[config.mk]
export PLATFORM = sky130hd
export DESIGN_NAME = srnd_narrow_unit
export DESIGN_NICKNAME = d
export VERILOG_FILES = /design/src/rtl/srnd_pkg.sv /design/src/rtl/srnd_convert.sv /design/src/rtl/srnd_lane_mask.sv /design/src/rtl/srnd_lane.sv /design/src/rtl/srnd_narrow_unit.sv
export SDC_FILE = /design/constraint.sdc
export NUM_CORES = 2
export LEC_CHECK = 0
export BUFFER_PORTS_ARGS = -buffer_cell sky130_fd_sc_hd__buf_2
export CORE_MARGIN = 5
export CORE_UTILIZATION = 40
export CTS_CLUSTER_DIAMETER = 60
export DETAILED_ROUTE_END_ITERATION = 10
export PLACE_DENSITY = 0.72
export REMOVE_ABC_BUFFERS = 1
export SLEW_MARGIN = 20
export SYNTH_ARGS = -nofsm -noshare
export SYNTH_HDL_FRONTEND = slang
export SYNTH_SLANG_ARGS = --single-unit
[constraint.sdc]
create_clock -name clk -period 1.9 [get_ports clk]
set_input_delay 0.19 -clock clk [delete_from_list [all_inputs] [get_ports clk]]
set_output_delay 0.19 -clock clk [all_outputs]
set_load 0.02 [all_outputs]
[src/rtl/srnd_pkg.sv]
package srnd_pkg;

    typedef enum logic {
        SRND_F32_TO_F16 = 1'b0,
        SRND_F16_TO_F8  = 1'b1
    } srnd_mode_e;

    localparam int unsigned SRND_SRC_W = 32;
    localparam int unsigned SRND_RND_W = 32;
    localparam int unsigned SRND_DST_W = 16;

endpackage

[src/rtl/srnd_convert.sv]
module srnd_convert #(
    parameter int unsigned EWI   = 8,
    parameter int unsigned MWI   = 23,
    parameter int unsigned BIASI = 127,
    parameter int unsigned EWO   = 5,
    parameter int unsigned MWO   = 10,
    parameter int unsigned BIASO = 15
) (
    input  logic [EWI+MWI:0]     src,
    input  logic [MWI-MWO-1:0]   rnd,
    output logic [EWO+MWO:0]     dst
);
    localparam int unsigned DROP    = MWI - MWO;
    localparam int unsigned SW      = MWI + 2;
    localparam int unsigned KW      = MWO + 2;
    localparam int unsigned TEW     = ((EWI > EWO) ? EWI : EWO) + 3;
    localparam int unsigned EXP_MAX = (1 << EWO) - 1;

    logic                  sgn;
    logic [EWI-1:0]        e_in;
    logic [MWI-1:0]        m_in;
    logic                  hidden;
    logic                  is_special;
    logic [EWI-1:0]        e_eff;
    logic signed [TEW-1:0] te;
    logic signed [TEW-1:0] exp_w;
    logic [TEW-1:0]        sh;
    logic [SW-1:0]         sig;
    logic [SW-1:0]         sum;
    logic [KW-1:0]         kept;
    logic [MWO-1:0]        mant;

    assign {sgn, e_in, m_in} = src;
    assign hidden     = |e_in;
    assign is_special = &e_in;
    assign e_eff      = hidden ? e_in : EWI'(1);

    always_comb begin
        te  = signed'(TEW'(e_eff) - TEW'(BIASI) + TEW'(BIASO));
        sig = {1'b0, hidden, m_in};
        sh  = '0;
        if (te <= 0) begin
            sh  = TEW'(1) - unsigned'(te);
            sig = (sh >= TEW'(SW)) ? '0 : (sig >> sh);
            te  = signed'(TEW'(1));
        end
        sum  = sig + SW'(rnd);
        kept = sum[SW-1:DROP];
        if (kept[KW-1]) begin
            exp_w = te + signed'(TEW'(1));
            mant  = kept[MWO:1];
        end else if (kept[MWO]) begin
            exp_w = te;
            mant  = kept[MWO-1:0];
        end else begin
            exp_w = '0;
            mant  = kept[MWO-1:0];
        end

        if (is_special && (|m_in)) begin
            dst = {sgn, {EWO{1'b1}}, 1'b1, {(MWO-1){1'b0}}};
        end else if (is_special || (exp_w >= signed'(TEW'(EXP_MAX)))) begin
            dst = {sgn, {EWO{1'b1}}, {MWO{1'b0}}};
        end else begin
            dst = {sgn, exp_w[EWO-1:0], mant};
        end
    end

endmodule

[src/rtl/srnd_lane_mask.sv]
module srnd_lane_mask #(
    parameter int unsigned LANES = 8
) (
    input  logic [2:0]       lane_cnt,
    input  logic [LANES-1:0] lane_en,
    output logic [LANES-1:0] lane_act
);
    localparam int unsigned SPW = 7;

    logic [SPW-1:0] span;

    assign span = (lane_cnt > 3'd5) ? SPW'(32) : (SPW'(1) << lane_cnt);

    for (genvar gi = 0; gi < LANES; gi++) begin : g_act
        assign lane_act[gi] = lane_en[gi] && (SPW'(gi) < span);
    end

endmodule

[src/rtl/srnd_lane.sv]
module srnd_lane
    import srnd_pkg::*;
(
    input  logic                  mode,
    input  logic                  active,
    input  logic [SRND_SRC_W-1:0] src,
    input  logic [SRND_RND_W-1:0] rnd,
    output logic [SRND_DST_W-1:0] dst
);
    logic [15:0] half_res;
    logic [7:0]  byte_res;
    logic        rnd_unused;

    assign rnd_unused = ^rnd[SRND_RND_W-1:13];

    srnd_convert #(
        .EWI(8), .MWI(23), .BIASI(127), .EWO(5), .MWO(10), .BIASO(15)
    ) cvt_wide_i (
        .src (src),
        .rnd (rnd[12:0]),
        .dst (half_res)
    );

    srnd_convert #(
        .EWI(5), .MWI(10), .BIASI(15), .EWO(5), .MWO(2), .BIASO(15)
    ) cvt_narrow_i (
        .src (src[15:0]),
        .rnd (rnd[7:0]),
        .dst (byte_res)
    );

    always_comb begin
        if (!active) begin
            dst = '0;
        end else if (mode == SRND_F16_TO_F8) begin
            dst = {8'h00, byte_res};
        end else begin
            dst = half_res;
        end
    end

endmodule

[src/rtl/srnd_narrow_unit.sv]
module srnd_narrow_unit
    import srnd_pkg::*;
#(
    parameter int unsigned LANES = 8
) (
    input  logic                        clk,
    input  logic                        rst_n,
    input  logic                        in_valid,
    input  logic                        mode,
    input  logic [2:0]                  lane_cnt,
    input  logic [LANES-1:0]            lane_en,
    input  logic [LANES*SRND_SRC_W-1:0] src,
    input  logic [LANES*SRND_RND_W-1:0] rnd,
    output logic                        out_valid,
    output logic [LANES*SRND_DST_W-1:0] dst
);
    logic [LANES-1:0]            lane_act;
    logic [LANES*SRND_DST_W-1:0] dst_d;

    srnd_lane_mask #(.LANES(LANES)) mask_i (
        .lane_cnt (lane_cnt),
        .lane_en  (lane_en),
        .lane_act (lane_act)
    );

    for (genvar gi = 0; gi < LANES; gi++) begin : g_lane
        srnd_lane lane_i (
            .mode   (mode),
            .active (lane_act[gi]),
            .src    (src[gi*SRND_SRC_W +: SRND_SRC_W]),
            .rnd    (rnd[gi*SRND_RND_W +: SRND_RND_W]),
            .dst    (dst_d[gi*SRND_DST_W +: SRND_DST_W])
        );

        logic [SRND_SRC_W-1:0] s_l;
        logic [SRND_DST_W-1:0] d_l;
        assign s_l = src[gi*SRND_SRC_W +: SRND_SRC_W];
        assign d_l = dst[gi*SRND_DST_W +: SRND_DST_W];

        assert_nan_quiet_R5: assert property (@(posedge clk) disable iff (!rst_n)
            (in_valid && lane_act[gi] && (mode == SRND_F32_TO_F16)
             && (&s_l[30:23]) && (|s_l[22:0]))
            |=> ((&d_l[14:10]) && d_l[9]));

        assert_inf_sign_R5: assert property (@(posedge clk) disable iff (!rst_n)
            (in_valid && lane_act[gi] && (mode == SRND_F32_TO_F16)
             && (s_l[30:0] == 31'h7F80_0000))
            |=> ((d_l[14:0] == 15'h7C00) && (d_l[15] == $past(s_l[31]))));

        assert_inactive_zero_R7: assert property (@(posedge clk) disable iff (!rst_n)
            (in_valid && !lane_act[gi]) |=> (d_l == '0));

        assert_byte_upper_clear_R2: assert property (@(posedge clk) disable iff (!rst_n)
            (in_valid && (mode == SRND_F16_TO_F8)) |=> (d_l[15:8] == 8'h00));
    end

    always_ff @(posedge clk or negedge rst_n) begin
        if (!rst_n) begin
            out_valid <= 1'b0;
            dst       <= '0;
        end else begin
            out_valid <= in_valid;
            if (in_valid) begin
                dst <= dst_d;
            end
        end
    end

    assert_valid_rise_R8: assert property (@(posedge clk) disable iff (!rst_n)
        in_valid |=> out_valid);

    assert_valid_drop_R8: assert property (@(posedge clk) disable iff (!rst_n)
        !in_valid |=> !out_valid);

    assert_hold_R8: assert property (@(posedge clk) disable iff (!rst_n)
        !in_valid |=> $stable(dst));

endmodule

==> flow_metrics.env <==
export IMPL_status="complete, but fails checks"
export IMPL_violations="setup timing"
export IMPL_finalHoldViolCount=0
export IMPL_die_h_microns=298
export IMPL_crit_family="compound AO/OA/AOI/OAI gates"
export IMPL_clk_path_buf_depth=2
export IMPL_synth_async_reset_ratio=1.00
export IMPL_finalMaxSlewViolations=0
export IMPL_wl_mm=165
export IMPL_power_frac_clock=0.174
export IMPL_critPathKind="in -> reg"
export IMPL_place_gp_congestion=1.04
export IMPL_seq_area_sq_um=3230
export IMPL_setup_viol=120
export IMPL_synth_top_cells_by_count="nand2_1, nor2_1, a21oi_1, o21ai_0, clkbuf_1"
export IMPL_port_buffers=503
export IMPL_die_w_microns=298
export IMPL_num_io_pins=656
export IMPL_final_cell_area_sq_um=53100
export IMPL_cts_tree="built"
export IMPL_clk_root_buffer_cell="clkbuf_16"
export IMPL_seqPwrFrac=0.147
export IMPL_syn_inst=4649
export IMPL_clock_sinks=129
export IMPL_ys_warn_count=0
export IMPL_required_ns=2.26
export IMPL_grt_max_degree=72
export IMPL_start_kind="input pin"
export IMPL_finClkSkew_ns=0
export IMPL_synth_top_cell_area_share=0.0973
export IMPL_slew_headroom=0.287
export IMPL_synthFlopType="dfrtp_1"
export IMPL_avgSynthCellArea_sq_um=7.13
export IMPL_cp_max_fo=5
export IMPL_dp_cells=7493
export IMPL_period_share=3.11
export IMPL_synth_edf_count=0
export IMPL_hold_slack_ns=0.0904
export IMPL_synth_cell_types=105
export IMPL_max_stage_delay_ns=0.43
export IMPL_rsz0062_at_grt="yes"
export IMPL_synth_area_top_cells="dfrtp_1, ha_1, mux2i_1"
export IMPL_slowest_stage="a2111o_1"
export IMPL_drtAntennaViolNets=0
export IMPL_ys_ff_latch=129
export IMPL_swShare=0.453
export IMPL_hold_class="in -> reg"
export IMPL_crit_top_cell="buf_4"
export IMPL_period_minus_slack_ns=5.90
export IMPL_cts_reportedPaths_clkPinSlew_ns=0.08
export IMPL_dr_pass1_iters=7
export IMPL_fillers=6901
export IMPL_post_place_ws_ns=-5.07
export IMPL_vias_per_cell=6.12
export IMPL_routedWlPerCell_microns=21.6
export IMPL_cap_violations=0
export IMPL_area_delta_synth_final_pct=60.1
export IMPL_end_kind="flop"
export IMPL_clkLatencyLatePin_ns=0.48
export IMPL_worst_path_buf_inv=8
export IMPL_setup_tns_ns=-431.00
export IMPL_vias=46900
export IMPL_drcViolationCount=0
export IMPL_multi_input_area_sq_um=31100
export IMPL_drt_iter0_markers=4569
export IMPL_yosys_cell_count_top_type="nand2_1"
export IMPL_hpwl_mm=129
export IMPL_worst_pin_slew_ns=1.06
export IMPL_ir_drop_v=0.000710
export IMPL_grt_pass1_wl_mm=251
export IMPL_grt_antenna_before_repair=27
export IMPL_htree_num_levels=4
export IMPL_die_area_sq_um=88800
export IMPL_fmax_mhz=169
export IMPL_grt_total_usage=0.346
export IMPL_grt_overflow_total=0
export IMPL_drive_above_1_share=0.436
export IMPL_synth_area_leader_cell="dfrtp_1"
export IMPL_std_cell_rows=105
export IMPL_p_int_mw=11.7
export IMPL_leakagePower_nw=25.0
export IMPL_fin_cells=7667
export IMPL_ys_seq_area_frac=0.0973
export IMPL_numCtsBuffers=17
export IMPL_first_global_vias=45300
export IMPL_design_final_nets=7318
export IMPL_placed_cell_area_sq_um=48000
export IMPL_worst_ep_arrival_time_ns=6.27
export IMPL_core_area_sq_um=82100
export IMPL_layout_setup_ws_ns=-4.00
export IMPL_start_util=0.404
export IMPL_pwr_density_cell_nw_per_um2=405
export IMPL_p_comb_frac=0.679
export IMPL_fin_util=0.647
export IMPL_p_sw_mw=9.73
export IMPL_finalPower_mw=21.5
export IMPL_syn_area_sq_um=33200
sequential cells by signal (all words and copies together) (netlist names):
register	count
dst	128
out_valid	1
power by group through the flow:
stage,clock [mW],sequential [mW],combinational [mW]
5_1_grt,3.88,3.16,15.5
4_1_cts,3.78,3.13,13.7
2_1_floorplan,0,3.34,5.81
6_report,3.73,3.16,14.6
3_5_place_dp,0,3.18,12.7
3_3_place_gp,0,3.18,12.6
timing repair:
item	4_1_cts	5_1_grt
pin swaps	285	168
gates cloned	4	0
setup buffers	95	44
setup endpoints to repair	120	120
endpoints found under the hold margin	49	0
hold buffers	9	0
resized for setup	479	247
cells in the final DEF (no fill, tap or decap), types with 26 or more instances in the layout:
master,Yosys,final
a31oi_1,70,59
buf_6,4,68
o21a_1,32,32
buf_2,23,486
buf_4,1,1665
a22oi_1,43,42
o211ai_1,41,41
a22o_1,87,86
and3_1,74,67
a21oi_2,1,31
nand3_1,162,147
xnor2_1,144,129
nand2_1,586,572
nor3_1,103,87
a32oi_1,38,33
nor4_1,84,67
nand2b_1,48,46
mux2i_1,266,261
a21o_1,56,53
a211oi_1,61,51
ha_1,223,200
dfrtp_1,129,129
a32o_1,33,29
mux2_2,28,26
o2bb2ai_1,53,31
o21ai_0,284,206
mux4_2,67,67
a21oi_1,293,254
o21ai_1,6,40
or3_1,37,28
nor2_1,385,354
nand4_1,67,67
o22ai_1,34,29
nor2b_1,40,38
o21ai_2,0,41
and2_1,41,36
xor2_1,90,85
inv_1,115,107
logic make-up (layout without fill, tap and decap cells):
family                     count (synthesis)  count (layout)  synth area share
and+or+nand+nor                         1762            1762             0.257
AOI/OAI and AO/OA                       1449            1450             0.304
buffers and inverters                    485            2416            0.0569
muxes                                    361             361             0.135
xor gates and xnor gates                 238             238            0.0645
adders and majority gates                225             225            0.0847
DFF                                      129             129            0.0973
other                                      0              16                 0
layout make-up:
cell class              count  share of cell area
multi-input cells        4036               0.586
repair buffers           2255               0.307
flip-flops and latches    129              0.0608
well taps                1070              0.0252
inverters                 129             0.00924
clock buffers              17             0.00801
clock inverters            15             0.00330
diodes                     16            0.000754
per-layer routing:
layer | GRT usage | up-vias | wire [microns]
li1 | - | 21500 | -
met1 | 0.449 | 22200 | 66400
met2 | 0.554 | 2648 | 73900
met3 | 0.0779 | 525 | 16600
met4 | 0.145 | 22 | 8370
met5 | 0 | - | 159
path summary, 6_finish.rpt:
kind                                      from                   end  cells after the start  slack, ns
max in group asynchronous                rst_n   dst[43]$_DFFE_PN0P_                      3       0.97
max reg2reg                dst[32]$_DFFE_PN0P_   dst[32]$_DFFE_PN0P_                      2       0.82
min reg2reg                dst[26]$_DFFE_PN0P_   dst[26]$_DFFE_PN0P_                      1       0.49
min in group asynchronous                rst_n  dst[111]$_DFFE_PN0P_                      2       0.21
min                                   src[207]  dst[103]$_DFFE_PN0P_                      4       0.09
max                                    src[27]    dst[8]$_DFFE_PN0P_                     34      -4.00
worst reg2reg max path, stage by stage (launching register included):
cell and delay (ns):
dfrtp_1 0.46, a32oi_1 0.39, o21ai_2 0.10
(Power assumes the default switching activity.)
